`src/rtl/e1_sa_pkg.sv`:
```
package e1_sa_pkg;
  localparam int TS_BITS      = 8;
  localparam int SA_FIRST_POS = 3;
  localparam int RD_ADDR_W    = 2;
  localparam int REG_W        = 8;

  typedef enum logic [RD_ADDR_W-1:0] {
    SEL_ALIGN    = 2'd0,
    SEL_NONALIGN = 2'd1,
    SEL_STATUS   = 2'd2,
    SEL_SPARE    = 2'd3
  } rd_sel_e;
endpackage

```
`src/rtl/e1_sa_pos.sv`:
```
module e1_sa_pos #(
  parameter int FRAME_BITS = 256,
  localparam int CNT_W = $clog2(FRAME_BITS)
) (
  input  logic             clk,
  input  logic             rst_n,
  input  logic             bit_valid,
  input  logic             fstart,
  input  logic             fas_in,
  output logic [CNT_W-1:0] pos,
  output logic             frame_fas,
  output logic             locked
);
  logic [CNT_W-1:0] pos_q;
  logic             fas_q;
  logic             lock_q;

  // position and frame type of the bit presented this cycle
  always_comb begin
    if (fstart) begin
      pos       = '0;
      frame_fas = fas_in;
      locked    = 1'b1;
    end else if (pos_q == CNT_W'(FRAME_BITS - 1)) begin
      pos       = '0;
      frame_fas = ~fas_q;
      locked    = lock_q;
    end else begin
      pos       = pos_q + 1'b1;
      frame_fas = fas_q;
      locked    = lock_q;
    end
  end

  always_ff @(posedge clk) begin
    if (!rst_n) begin
      pos_q  <= CNT_W'(FRAME_BITS - 1);
      fas_q  <= 1'b0;
      lock_q <= 1'b0;
    end else if (bit_valid) begin
      pos_q  <= pos;
      fas_q  <= frame_fas;
      lock_q <= locked;
    end
  end
endmodule

```
`src/rtl/e1_sa_link.sv`:
```
module e1_sa_link
  import e1_sa_pkg::*;
#(
  parameter int SA_BITS = 5,
  parameter int CNT_W   = 8
) (
  input  logic               clk,
  input  logic               rst_n,
  input  logic               bit_valid,
  input  logic               bit_data,
  input  logic [CNT_W-1:0]   pos,
  input  logic               frame_fas,
  input  logic               locked,
  input  logic [SA_BITS-1:0] sa_mask,
  output logic               link_valid,
  output logic               link_data,
  output logic               link_clk,
  output logic               link_fbound
);
  logic [SA_BITS-1:0] sa_hit;

  for (genvar i = 0; i < SA_BITS; i++) begin : g_sa
    assign sa_hit[i] = sa_mask[i] && (pos == CNT_W'(SA_FIRST_POS + i));
  end

  logic clk_next;
  logic bnd_next;
  assign clk_next = bit_valid && locked && !frame_fas && (|sa_hit);
  assign bnd_next = bit_valid && locked && (pos == '0);

  always_ff @(posedge clk) begin
    if (!rst_n) begin
      link_valid  <= 1'b0;
      link_data   <= 1'b0;
      link_clk    <= 1'b0;
      link_fbound <= 1'b0;
    end else begin
      link_valid  <= bit_valid;
      link_data   <= bit_valid ? bit_data : 1'b0;
      link_clk    <= clk_next;
      link_fbound <= bnd_next;
    end
  end
endmodule

```
`src/rtl/e1_sa_capture.sv`:
```
module e1_sa_capture
  import e1_sa_pkg::*;
#(
  parameter int CNT_W = 8,
  localparam int IDX_W = $clog2(TS_BITS)
) (
  input  logic             clk,
  input  logic             rst_n,
  input  logic             bit_valid,
  input  logic             bit_data,
  input  logic             fstart,
  input  logic [CNT_W-1:0] pos,
  input  logic             frame_fas,
  input  logic             locked,
  output logic [REG_W-1:0] align_byte,
  output logic [REG_W-1:0] nonalign_byte,
  output logic             commit
);
  logic [REG_W-1:0] shadow_al;
  logic [REG_W-1:0] shadow_na;
  logic             done_al;
  logic             done_na;
  logic             in_ts0;
  logic             last_ts0;
  logic [IDX_W-1:0] bidx;

  assign in_ts0   = bit_valid && locked && (pos < CNT_W'(TS_BITS));
  assign last_ts0 = in_ts0 && (pos == CNT_W'(TS_BITS - 1));
  assign bidx     = IDX_W'(TS_BITS - 1) - pos[IDX_W-1:0];
  assign commit   = bit_valid && fstart && frame_fas && done_al && done_na;

  // shadow octets: filled bit by bit, first bit into the top position
  always_ff @(posedge clk) begin
    if (!rst_n) begin
      shadow_al <= '0;
      shadow_na <= '0;
    end else if (in_ts0) begin
      if (frame_fas) shadow_al[bidx] <= bit_data;
      else           shadow_na[bidx] <= bit_data;
    end
  end

  always_ff @(posedge clk) begin
    if (!rst_n) begin
      done_al <= 1'b0;
      done_na <= 1'b0;
    end else if (commit) begin
      done_al <= 1'b0;
      done_na <= 1'b0;
    end else if (last_ts0) begin
      if (frame_fas) done_al <= 1'b1;
      else           done_na <= 1'b1;
    end
  end

  // both host copies move together on the alignment-frame boundary
  always_ff @(posedge clk) begin
    if (!rst_n) begin
      align_byte    <= '0;
      nonalign_byte <= '0;
    end else if (commit) begin
      align_byte    <= shadow_al;
      nonalign_byte <= shadow_na;
    end
  end
endmodule

```
`src/rtl/e1_sa_host.sv`:
```
module e1_sa_host
  import e1_sa_pkg::*;
(
  input  logic                 clk,
  input  logic                 rst_n,
  input  logic                 rd_en,
  input  logic [RD_ADDR_W-1:0] rd_addr,
  input  logic [REG_W-1:0]     align_byte,
  input  logic [REG_W-1:0]     nonalign_byte,
  input  logic                 commit,
  output logic [REG_W-1:0]     rd_data,
  output logic                 irq
);
  logic flag_q;
  logic flag_d;
  logic status_rd;

  assign status_rd = rd_en && (rd_sel_e'(rd_addr) == SEL_STATUS);

  // a new update outranks the clear from a status read
  always_comb begin
    flag_d = flag_q;
    if (status_rd) flag_d = 1'b0;
    if (commit)    flag_d = 1'b1;
  end

  always_ff @(posedge clk) begin
    if (!rst_n) flag_q <= 1'b0;
    else        flag_q <= flag_d;
  end

  always_ff @(posedge clk) begin
    if (!rst_n) begin
      rd_data <= '0;
    end else if (rd_en) begin
      case (rd_sel_e'(rd_addr))
        SEL_ALIGN:    rd_data <= align_byte;
        SEL_NONALIGN: rd_data <= nonalign_byte;
        SEL_STATUS:   rd_data <= {{(REG_W-1){1'b0}}, flag_q};
        default:      rd_data <= '0;
      endcase
    end
  end

  assign irq = flag_q;
endmodule

```
`src/rtl/e1_sa_extract.sv`:
```
module e1_sa_extract
  import e1_sa_pkg::*;
#(
  parameter int FRAME_BITS = 256,
  parameter int SA_BITS    = 5,
  localparam int CNT_W = $clog2(FRAME_BITS)
) (
  input  logic                 clk,
  input  logic                 rst_n,
  input  logic                 rx_valid,
  input  logic                 rx_data,
  input  logic                 rx_fstart,
  input  logic                 rx_fas,
  input  logic [SA_BITS-1:0]   sa_mask,
  output logic                 link_valid,
  output logic                 link_data,
  output logic                 link_clk,
  output logic                 link_fbound,
  input  logic                 rd_en,
  input  logic [RD_ADDR_W-1:0] rd_addr,
  output logic [REG_W-1:0]     rd_data,
  output logic                 irq
);
  logic [CNT_W-1:0] pos_w;
  logic             fas_w;
  logic             lock_w;
  logic             fstart_w;
  logic [REG_W-1:0] al_w;
  logic [REG_W-1:0] na_w;
  logic             commit_w;

  assign fstart_w = rx_valid && rx_fstart;

  e1_sa_pos #(.FRAME_BITS(FRAME_BITS)) u_pos (
    .clk(clk), .rst_n(rst_n), .bit_valid(rx_valid), .fstart(fstart_w),
    .fas_in(rx_fas), .pos(pos_w), .frame_fas(fas_w), .locked(lock_w)
  );

  e1_sa_link #(.SA_BITS(SA_BITS), .CNT_W(CNT_W)) u_link (
    .clk(clk), .rst_n(rst_n), .bit_valid(rx_valid), .bit_data(rx_data),
    .pos(pos_w), .frame_fas(fas_w), .locked(lock_w), .sa_mask(sa_mask),
    .link_valid(link_valid), .link_data(link_data), .link_clk(link_clk),
    .link_fbound(link_fbound)
  );

  e1_sa_capture #(.CNT_W(CNT_W)) u_cap (
    .clk(clk), .rst_n(rst_n), .bit_valid(rx_valid), .bit_data(rx_data),
    .fstart(fstart_w), .pos(pos_w), .frame_fas(fas_w), .locked(lock_w),
    .align_byte(al_w), .nonalign_byte(na_w), .commit(commit_w)
  );

  e1_sa_host u_host (
    .clk(clk), .rst_n(rst_n), .rd_en(rd_en), .rd_addr(rd_addr),
    .align_byte(al_w), .nonalign_byte(na_w), .commit(commit_w),
    .rd_data(rd_data), .irq(irq)
  );
endmodule

```
`config.mk`:
```
export PLATFORM = sky130hd
export DESIGN_NAME = e1_sa_extract
export DESIGN_NICKNAME = d
export VERILOG_FILES = /design/src/rtl/e1_sa_pkg.sv /design/src/rtl/e1_sa_pos.sv /design/src/rtl/e1_sa_link.sv /design/src/rtl/e1_sa_capture.sv /design/src/rtl/e1_sa_host.sv /design/src/rtl/e1_sa_extract.sv
export SDC_FILE = /design/constraint.sdc
export NUM_CORES = 1
export LEC_CHECK = 0
export BUFFER_PORTS_ARGS = -buffer_cell sky130_fd_sc_hd__buf_2
export CORE_ASPECT_RATIO = 0.6
export CORE_MARGIN = 2
export CORE_UTILIZATION = 53
export CTS_CLUSTER_DIAMETER = 120
export DETAILED_ROUTE_END_ITERATION = 10
export GPL_TIMING_DRIVEN = 0
export PLACE_DENSITY = 0.8
export SLEW_MARGIN = 15
export SYNTH_ARGS = -nofsm -noshare
export SYNTH_HDL_FRONTEND = slang
export SYNTH_HIERARCHICAL = 1
export SYNTH_SLANG_ARGS = --single-unit
```
`constraint.sdc`:
```
create_clock -name clk -period 2.4 [get_ports clk]
set_input_delay 0.12 -clock clk [delete_from_list [all_inputs] [get_ports clk]]
set_output_delay 0.12 -clock clk [all_outputs]
set_load 0.01 [all_outputs]
```
==> results.toml <==
[drt]
routed_wl_um = 8236
drc_errors = 0
via_per_inst = 6.364
routedWlPerCell_um = 18.63
dr.pass1.iters = 6
vias = 2813
drtIter0Drc = 339
ant_nets = 0

[grt]
antenna_found_initial = 0
grt_pass1_vias = 2236
grt_pass1_wl_um = 11140
track_usage = 0.2426
overflow = 0
grt_max_degree = 19

[finish]
regArea_sq_um = 1150
num_antenna_cells = 0
layout-drive-gt1-share = 0.2872
stdcell_area_sq_um = 3595
filler_cell_count = 345
fin_nets = 386
area_growth_pct = 27.12
fin_util = 0.7042
stdcell_count = 442
multi_input_area_sq_um = 1685

[place]
dp.cells = 411
dp_slack_ps = -578.2
gp_congestion = 0.9119
postPlaceCellArea_sq_um = 3048
post-dp-hpwl_um = 4723
portBuffers = 25

[min_path]
worstHoldPathType = "in2reg"
hp-start = "rx_data"
hold_end = "u_link/link_data"
min_path_cells = 2

[setup_path]
max_stage_delay_ps = 600
cp_max_fo = 8
cp_top_family = "simple AND/OR/NAND/NOR gates"
critPathSlowestCell = "or4b_4"
worst-setup-path-type = "reg2reg"
r2r_setup_slack_ps = -90
crit_path_start_kind = "flop"
cp_data_arrival_time_ps = 2760
r2r_end = "u_cap/shadow_na[0]"
critPathLaunch = "u_pos/pos_q[1]"
path_buf_inv = 1
r2r_start = "u_pos/pos_q[1]"
r2r_cells = 8
worstSetupEndpointType = "flop"
critPathRequiredTime_ps = 2670
crit_chain = "ha_4 > buf_6 > a21oi_2 > o311ai_4 > o41ai_4 > or4b_4 > nor4_4 > mux2i_1"

[die]
pin_count = 27
die_area_sq_um = 5955
core_area_sq_um = 5105
die_height_um = 60.58
rows = 20
chipWidth_um = 98.30
start_util = 0.5539

[clock_network]
root_buffer = "clkbuf_8"
ctsHoldBuffers = 0
cts_buffer_depth = 2
cts_buffers = 9
htreeDepth = 3
cts_tree = "yes"
clkTransAtPathRegs_ps = 60
cts.sinks = 57
clk_latency_ps = 350

[synthesis]
syn_nets = 335
synth-seq-cells = 57
yosysTopAreaCell = "dfxtp_1"
synthCells = 320
synth_top_area_share = 0.4035
yosysSeqAreaShare = 0.4035
yosysWarnings = 6
synth_area_leaders = "dfxtp_1 (40%), mux2i_1 (9.2%), a21oi_1 (4.2%)"
ys_types = 57
synth_area_per_cell_sq_um = 8.837
netlist_area_sq_um = 2828

[sta]
drv_slew = 0
max_clock_freq_mhz = 401.5
clock-skew-final_ps = 11.77
post-route-min-period_ps = 2491
layout_setup_ws_ps = -90.94
final-setup-viol-count = 3
rsz0062_at_grt = "true"
max_slew_margin = 0.4274
timing.hold.ws_ps = 36.98
finalHoldViolCount = 0
fin_crit_sh = 1.038
worst_pin_slew_ps = 857.1

[power_and_ir_drop]
pwr_density_cell_nw_per_um2 = 728.6
p_leak_nw = 1.408
ir_drop_v = 0.0004609

[outcome]
violations = "setup timing"
status = "complete, but fails checks"

[job]
max_cap_violations = 0
[flip-flops by register name, indices dropped and copies added, names as in the netlist, 8 cells and up]
name                 flops
u_cap/align_byte         8
u_cap/nonalign_byte      8
u_cap/shadow_al          8
u_cap/shadow_na          8
u_host/rd_data           8
u_pos/pos_q              8
[worst max-delay path by stage]
stage          cells past startpoint                   to
2_1_floorplan                      8   u_cap/shadow_na[2]
3_3_place_gp                      12  u_cap/align_byte[2]
3_5_place_dp                      11  u_cap/align_byte[0]
4_1_cts                            8   u_cap/shadow_na[3]
5_1_grt                            8   u_cap/shadow_na[0]
6_report                           8   u_cap/shadow_na[0]
[worst register-to-register path, stage by stage, from the launching register on]
cell	delay [ps]
dfxtp_4	390
ha_4	140
buf_6	130
a21oi_2	60
o311ai_4	340
o41ai_4	200
or4b_4	600
nor4_4	350
mux2i_1	210
[cell usage in the layout, fill, tap and decap left out, types with 3 or more instances in the layout]
master,Yosys,final
xor2_1,3,3
inv_1,16,16
and2_1,10,10
o22ai_1,7,7
o21ai_0,21,20
nor2_2,0,3
nand4_1,9,9
nand2_1,30,29
buf_4,5,21
nand3_1,19,19
nor3_1,4,3
nor2b_1,4,4
buf_2,6,28
dfxtp_1,57,54
clkbuf_1,9,8
nor2_1,13,8
buf_6,1,5
nand2b_1,3,3
a21oi_1,24,23
clkbuf_8,0,11
nor4_4,2,8
mux2i_1,26,26
[where the power goes]
group | total (W) | leakage (nW) | internal [W] | switching [W]
clock network | 0.00103 | 0.115 | 0.000637 | 0.000394
registers | 0.000995 | 0.462 | 0.000967 | 0.0000279
logic | 0.000593 | 0.831 | 0.000224 | 0.000369
[synth_stat cells (all sizes together)]
master and number:
buf 13, nand4bb 1, nor4b 1, o41ai 1
o21ai 22, and4 1, nand3b 2, nand2 30
nor4bb 1, nand4b 1, o211ai 2, a31oi 1
inv 16, nor2b 4, and3 3, o311ai 3
or4 3, o22ai 7, dfxtp 57, a41oi 1
a21oi 24, mux2i 26, nand2b 3, o31ai 2
nand3 21, nor4 9, a221o 1, xor2 3
clkinv 1, nand4 9, o211a 2, and2 10
xnor2 3, or4b 2, a31o 1, ha 1
nor3 4, a221oi 1, clkbuf 9, a22o 1
or3 1, or2 2, nor2 13, a211o 1
[through the flow]
| stage | power (W) | setup TNS [ps] |
|---|---|---|
| floorplan | 0.001312 | 0 |
| global placement | 0.001387 | -10450 |
| detailed placement | 0.001398 | -13940 |
| finish | 0.002619 | -142.0 |
| CTS | 0.002479 | -16.62 |
| global route | 0.002702 | -648.1 |
[timing repair]
item                                    in CTS  in global routing
gates resized for setup                     17                 29
pin swaps                                    6                 11
endpoints found under the setup margin      36                 30
setup buffers                                8                  7
[cell type report]
type                       count  area share
buffer                        22     0.03968
clock buffer                  11     0.04212
clock inverter                 5     0.02158
inverter                      17     0.01775
multi-input combinational    224      0.4688
sequential                    57      0.3199
tap                           66     0.02297
timing repair buffer          40     0.06718
[kinds of logic (layout without fill, tap and decap cells)]
kind of cell             Yosys count  in the layout  synth area share
AND/OR/NAND/NOR                  121            121            0.2619
AO/OA/AOI/OAI                     70             70            0.1558
flip-flops                        57             57            0.4035
buffers and inverters             39             95           0.06372
multiplexers                      26             26           0.09204
XOR/XNOR                           6              6           0.01859
adder cells (fa/ha/maj)            1              1          0.004424
[routing by layer]
layer	share of wire	routed length, um	global-route usage	up-vias
met5	0	0	0	-
met4	0.042	349	0.07436	0
met3	0.10	857	0.08525	44
met2	0.42	3439	0.3275	200
met1	0.44	3590	0.3611	1318
li1	-	-	-	1251
Note: power is estimated with default switching activity, not from simulation.
